## src/rtl/zero_run_flag.sv

```systemverilog
module zero_run_flag #(
  parameter int SMP_W       = 24,
  parameter int ZERO_RUN    = 8192,
  parameter int RELEASE_STB = 5
) (
  input  logic             clk,
  input  logic             pwr_up_n,
  input  logic             tmg_run_n,
  input  logic             smp_stb,
  input  logic [SMP_W-1:0] chan_l,
  input  logic [SMP_W-1:0] chan_r,
  output logic             zero_flag
);

  localparam int CNT_W = $clog2(ZERO_RUN + 1);
  localparam int REL_W = $clog2(RELEASE_STB + 1);
  localparam logic [CNT_W-1:0] RUN_MAX = CNT_W'(ZERO_RUN);
  localparam logic [REL_W-1:0] REL_MAX = REL_W'(RELEASE_STB);

  logic [CNT_W-1:0] run_cnt;
  logic [REL_W-1:0] rel_cnt;
  logic             both_zero;
  logic [CNT_W-1:0] run_nxt;

  assign both_zero = (chan_l == '0) && (chan_r == '0);
  assign run_nxt   = (run_cnt == RUN_MAX) ? run_cnt : run_cnt + 1'b1;

  always_ff @(posedge clk or negedge pwr_up_n) begin
    if (!pwr_up_n) begin
      run_cnt   <= '0;
      rel_cnt   <= '0;
      zero_flag <= 1'b0;
    end else if (!tmg_run_n) begin
      run_cnt   <= '0;
      rel_cnt   <= REL_MAX;
      zero_flag <= 1'b1;
    end else if (smp_stb) begin
      if (rel_cnt != '0) begin
        rel_cnt <= rel_cnt - 1'b1;
        if (rel_cnt == REL_W'(1)) zero_flag <= 1'b0;
      end else if (both_zero) begin
        run_cnt   <= run_nxt;
        zero_flag <= (run_nxt == RUN_MAX);
      end else begin
        run_cnt   <= '0;
        zero_flag <= 1'b0;
      end
    end
  end

  // a rise comes only from a completed run or from timing reset
  assert_rise_cause_R1: assert property (@(posedge clk) disable iff (!pwr_up_n)
    $rose(zero_flag) |-> (run_cnt == RUN_MAX) || $past(!tmg_run_n));

  // nonzero sample outside the release window clears the flag
  assert_nonzero_clears_R2: assert property (@(posedge clk) disable iff (!pwr_up_n)
    (smp_stb && tmg_run_n && rel_cnt == '0 && (chan_l != '0 || chan_r != '0)) |=> !zero_flag);

  // timing reset forces the flag high
  assert_tmg_forces_R3: assert property (@(posedge clk) disable iff (!pwr_up_n)
    !tmg_run_n |=> zero_flag);

  // flag held high while the release window is open
  assert_release_high_R4: assert property (@(posedge clk) disable iff (!pwr_up_n)
    (rel_cnt != '0) |-> zero_flag);

  // power-down holds the flag low
  assert_pd_low_R5: assert property (@(posedge clk)
    !pwr_up_n |-> !zero_flag);

  // run count saturates
  assert_run_sat_R6: assert property (@(posedge clk) disable iff (!pwr_up_n)
    run_cnt <= RUN_MAX);

  // a fall follows a strobe
  assert_fall_on_stb_R8: assert property (@(posedge clk) disable iff (!pwr_up_n)
    $fell(zero_flag) |-> $past(smp_stb));

endmodule

```

## config.mk

```make
export PLATFORM = sky130hd
export DESIGN_NAME = zero_run_flag
export DESIGN_NICKNAME = d
export VERILOG_FILES = /design/src/rtl/zero_run_flag.sv
export SDC_FILE = /design/constraint.sdc
export NUM_CORES = 1
export LEC_CHECK = 0
export ABC_AREA = 1
export BUFFER_PORTS_ARGS = -buffer_cell sky130_fd_sc_hd__buf_2
export CAP_MARGIN = 5
export CORE_ASPECT_RATIO = 1.25
export CORE_MARGIN = 4
export CORE_UTILIZATION = 48
export DETAILED_ROUTE_END_ITERATION = 10
export PLACE_DENSITY = 0.79
export SYNTH_ARGS = -nofsm -noshare
export SYNTH_HDL_FRONTEND = slang
export SYNTH_SLANG_ARGS = --single-unit
```

## constraint.sdc

```tcl
create_clock -name clk -period 1.96 [get_ports clk]
set_input_delay 0.588 -clock clk [delete_from_list [all_inputs] [get_ports clk]]
set_output_delay 0.588 -clock clk [all_outputs]
set_load 0.005 [all_outputs]
```

Yosys cells after proc, flatten, opt, wreduce, memory -nomap -nowiden
Index checks and enable logic that the tools add are counted.
{"block": "word_totals", "word_cells": 32, "output_inout_bits": 1, "reg_bits": 18}
{"block": "op_classes", "reduce_logical": 7, "n_addsub": 2, "eq_ne": 7, "mux": 13}
{"operator": "two-way mux 14 bit", "n": 5}
{"operator": "logical NOT 24 bit", "n": 2}
{"operator": "equality test 14 bit (second input constant)", "n": 2}
{"operator": "adder 14 x 1 -> 14 bit (second input constant)", "n": 1}
{"operator": "two-way mux 3 bit", "n": 3}
{"operator": "AND reduction 2 bit", "n": 3}
{"operator": "two-way mux 1 bit", "n": 5}
{"operator": "inequality test 2 x 1 -> 1 bit (second input constant)", "n": 2}
{"operator": "equality test 3 x 1 -> 1 bit (second input constant)", "n": 1}
{"operator": "inequality test 3 x 2 -> 1 bit (second input constant)", "n": 1}
{"operator": "nonzero test 3 bit", "n": 1}
{"operator": "subtractor 3 x 1 -> 3 bit (second input constant)", "n": 1}
{"operator": "inequality test 2 bit (second input constant)", "n": 1}
{"operator": "logical AND 1 bit", "n": 1}

Depth between registers and ports, before layout
{"block": "logic_depth", "word_depth": 7, "mapped_depth": 12}

Worst setup path before layout
OpenSTA, ideal clock, no wires.
{"block": "synth_path", "kind": "input -> register", "from": "in chan_l[15]", "to": "reg run_cnt[0]", "arrival_ns": 1.460, "slack_ns": 0.417, "setup_time_ns": 0.083, "path_stages": 8, "t_required_ns": 1.877, "n_path_buf": 1, "cell_sequence": "nor2_1 > nand2_1 > nor2_1 > nand2_1 > nor2_1 > nand4_1 > clkbuf_1 > o22ai_1"}
{"block": "synth_between", "elab_chain_cells": 6}
{"element": "from (decl)", "line": "10", "rtl": "input logic [SMP_W-1:0] chan_l,"}
{"element": "logical NOT 24 bit", "line": "25", "rtl": "assign both_zero = (chan_l == '0) && (chan_r == '0);"}
{"element": "logical AND 1 bit", "line": "25"}
{"element": "two-way mux 14 bit", "line": "41", "rtl": "end else if (both_zero) begin"}
{"element": "two-way mux 14 bit", "line": "38", "rtl": "if (rel_cnt != '0) begin"}
{"element": "two-way mux 14 bit", "line": "37", "rtl": "end else if (smp_stb) begin"}
{"element": "two-way mux 14 bit", "line": "33", "rtl": "end else if (!tmg_run_n) begin"}
{"element": "to (signal assigned)", "line": "42", "rtl": "run_cnt <= run_nxt;"}
{"element": "to (decl)", "line": "20", "rtl": "logic [CNT_W-1:0] run_cnt;"}
No other way between the ends. The select of a mux whose other input is x is not followed.
A chain may end at the register's enable or synchronous reset.

Final worst setup path
{"block": "layout_path", "from": "reg run_cnt[0]", "to": "reg zero_flag"}
{"block": "layout_between", "elab_chain_cells": 7}
{"element": "adder 14 x 1 -> 14 bit / equality test 14 bit (equally long branches)", "line": "26", "rtl": "assign run_nxt = (run_cnt == RUN_MAX) ? run_cnt : run_cnt + 1'b1;"}
{"element": "two-way mux 14 bit *", "line": "26"}
{"element": "equality test 14 bit *", "line": "43", "rtl": "zero_flag <= (run_nxt == RUN_MAX);"}
{"element": "two-way mux 1 bit *", "line": "41"}
{"element": "two-way mux 1 bit *", "line": "38"}
{"element": "two-way mux 1 bit *", "line": "37"}
{"element": "two-way mux 1 bit *", "line": "33"}
{"element": "to (signal assigned)", "line": "43"}
{"element": "to (decl)", "line": "12", "rtl": "output logic zero_flag"}
Mark *: on every way between the ends. The rest lies on a longest branch, timed or not. The select of a mux whose other input is x is not followed.

==> run metrics <==
status=complete, no violations; Inserted Clock Buffers=3; Max Cap Viol=0; critical path's slowest cell=dfrtp_1; crit path max fanout=6; utilization after layout=0.636; synth unique cells=20; placed insts=297; CP cell instances=ha_1 -> nand2_1 -> nor2_4 -> nand4_1 -> nand2_1 -> nand3_1 -> nor2_1 -> nand2_1 -> nor2_1 -> nor2_1 -> nor2_1; Seq/Total Area, Yosys=0.330; Final Cell Area=1720 um^2; Placed Area=1680 um^2; Post-Syn Area=1370 um^2; Final ANT Viol Nets=0; Mapped Cells=210; number of synthesized flops with an enable pin=0; clk_skew=0.00184 ns; row cnt=21; Ys Warns=0; required time worst endpoint=2.19 ns; Synth Flop Type=dfrtp_1; Min Hold Slack=0.219 ns; share of flip-flops with an asynchronous set or reset=1.00; global-route wire length before repair=5890 um; area growth from synthesis to layout=26.1%; CORE AREA=2710 um^2; GP Congestion=0.824; Die Ht=67.6 um; die width=55.7 um; P_leak=0.818 nW; GRT Total Usage=0.195; clk sink count=18; layout cells sized above 1=0.251; drt initial violations=68; Initial Utilization=0.504; crit path DAT=2.01 ns; CTS max path bufs=2; drt first pass iters=4; initial antenna violation count=0; count leader, synth=nor2_1; setup tns final=0 ns; syn_nets=267; hold_buf cts=0; Skew-Pair Late Insertion Delay=0.29 ns; die area=3770 um^2; setup violators final=0; CP Capture Type=flip-flop; CTS clk-pin slew, worst paths=0.10 ns; port bufs=52; peak supply drop=0.369 mV; Reg2Reg Setup Slack=0.18 ns; Yosys reg bits=18; Via density=5.08; Worst path most repeated cell=nor2_1; pin count of the biggest net entering global routing=19; Antenna diodes=0; commonest cells in the netlist=nor2_1 (55), nand2_1 (50), inv_1 (26); root buf cell=clkbuf_4; Startpoint Class=flip-flop; wire per inst=11.9 um; kind of critical path=flip-flop to flip-flop; Max transition margin=0.602; Post-Layout Cell Count=301; detailed-route wire length=3590 um; vias post-DR=1529; unrepaired setup endpoints after global routing=no; final period demand of the worst path=1.78 ns; area leader, netlist=dfrtp_1; hold crit path type=primary input to asynchronous set/reset pin; vias in the first global route=1436; Slew Limit Fails=0; Top Ports=53; CTS tree=done; crit-path max cell delay=0.47 ns; number of H-tree levels=1; DR DRC count=0; Total Nets Final=325; largest cells by area after synthesis=dfrtp_1 (33%), nor2_1 (15%), nand2_1 (14%); DP HPWL=2840 um; Tcrit/Tclk final=0.906; Slew @ Worst Pin=0.596 ns; Fin. Hold Viols=0; grt ovf=0; top cell type's share of synthesized area=0.330; Avg Cell Area, Syn=6.50 um^2; Achievable Freq=0.563 GHz; pwr dens=447 nW/um^2; Worst Reg-to-Reg Cells=11
==> routing by layer <==
layer | track usage | wire length (um)
met3 | 0.0363 | 207
met2 | 0.368 | 1850
met1 | 0.224 | 1500
met5 | 0 | 0
met4 | 0.0578 | 26
==> flip-flops by register name, summed over array words and instances, names as in the netlist <==
signal     count
rel_cnt        3
run_cnt       14
zero_flag      1
==> power by group <==
| group | total, W | switching (W) | leakage, nW | internal, W |
|---|---|---|---|---|
| clock | 0.000231 | 0.000118 | 0.0210 | 0.000113 |
| sequential | 0.000394 | 0.00000846 | 0.241 | 0.000386 |
| combinational | 0.000145 | 0.0000764 | 0.556 | 0.0000685 |
==> path summary, 6_finish.rpt <==
check	from	to
hold / removal	pwr_up_n	run_cnt[9]$_DFFE_PN0P_
hold reg to reg	rel_cnt[2]$_DFFE_PN0P_	rel_cnt[2]$_DFFE_PN0P_
max in group asynchronous	pwr_up_n	run_cnt[2]$_DFFE_PN0P_
setup / recovery	run_cnt[0]$_DFFE_PN0P_	zero_flag$_DFFE_PN0P_
min in group clk	rel_cnt[2]$_DFFE_PN0P_	rel_cnt[2]$_DFFE_PN0P_
setup reg to reg	run_cnt[0]$_DFFE_PN0P_	zero_flag$_DFFE_PN0P_
==> final cells by class <==
cell class	count	area, um^2
sequential	18	450
inverter	27	101
clock buffer	4	36.3
timing repair buffer	55	283
multi-input combinational	163	808
tap	34	42.5
fill	271	985
==> critical path: cells and delay by family (launching register included) <==
family | cells | cell delay (ns)
adders and majority gates | 1 | 0.25
and+or+nand+nor | 10 | 0.99
DFF | 1 | 0.47
==> metrics by stage <==
step / total power, W / worst slack [ns]
2_1_floorplan: 0.000462 / 0.417
3_3_place_gp: 0.000539 / 0.112
3_5_place_dp: 0.000545 / 0.0228
4_1_cts: 0.000777 / 0.00819
5_1_grt: 0.000817 / 0.0421
6_report: 0.000770 / 0.184
==> cells by family (layout without fill, tap and decap cells) <==
family | Yosys count | in the layout | synth area share
AO/OA/AOI/OAI | 22 | 22 | 0.0953
adder cells (fa/ha/maj) | 5 | 5 | 0.0458
flip-flops | 18 | 18 | 0.330
AND/OR/NAND/NOR | 130 | 130 | 0.405
buffers and inverters | 29 | 86 | 0.0797
XOR/XNOR | 6 | 6 | 0.0440
==> repair_timing <==
item | 4_1_cts | 5_1_grt
setup buffers | 0 | 0
resized for setup | 0 | 1
endpoints found under the setup margin | 0 | 13
==> cell usage in the layout (no fill, tap or decap) <==
| master | netlist | final |
|---|---|---|
| a21oi_1 | 3 | 3 |
| and2_1 | 1 | 1 |
| buf_2 | 0 | 52 |
| buf_4 | 0 | 3 |
| clkbuf_4 | 0 | 3 |
| clkbuf_8 | 0 | 1 |
| dfrtp_1 | 18 | 18 |
| ha_1 | 5 | 5 |
| inv_1 | 26 | 26 |
| inv_2 | 1 | 1 |
| nand2_1 | 50 | 50 |
| nand3_1 | 12 | 12 |
| nand3_2 | 1 | 1 |
| nand4_1 | 7 | 7 |
| nor2_1 | 55 | 54 |
| nor2_2 | 1 | 2 |
| nor2_4 | 2 | 2 |
| nor3_2 | 1 | 1 |
| o21ai_0 | 5 | 5 |
| o22ai_1 | 13 | 13 |
| o32ai_1 | 1 | 1 |
| xor2_1 | 5 | 5 |
| xor2_2 | 1 | 1 |
No activity file was read; power rests on OpenSTA's default activity.
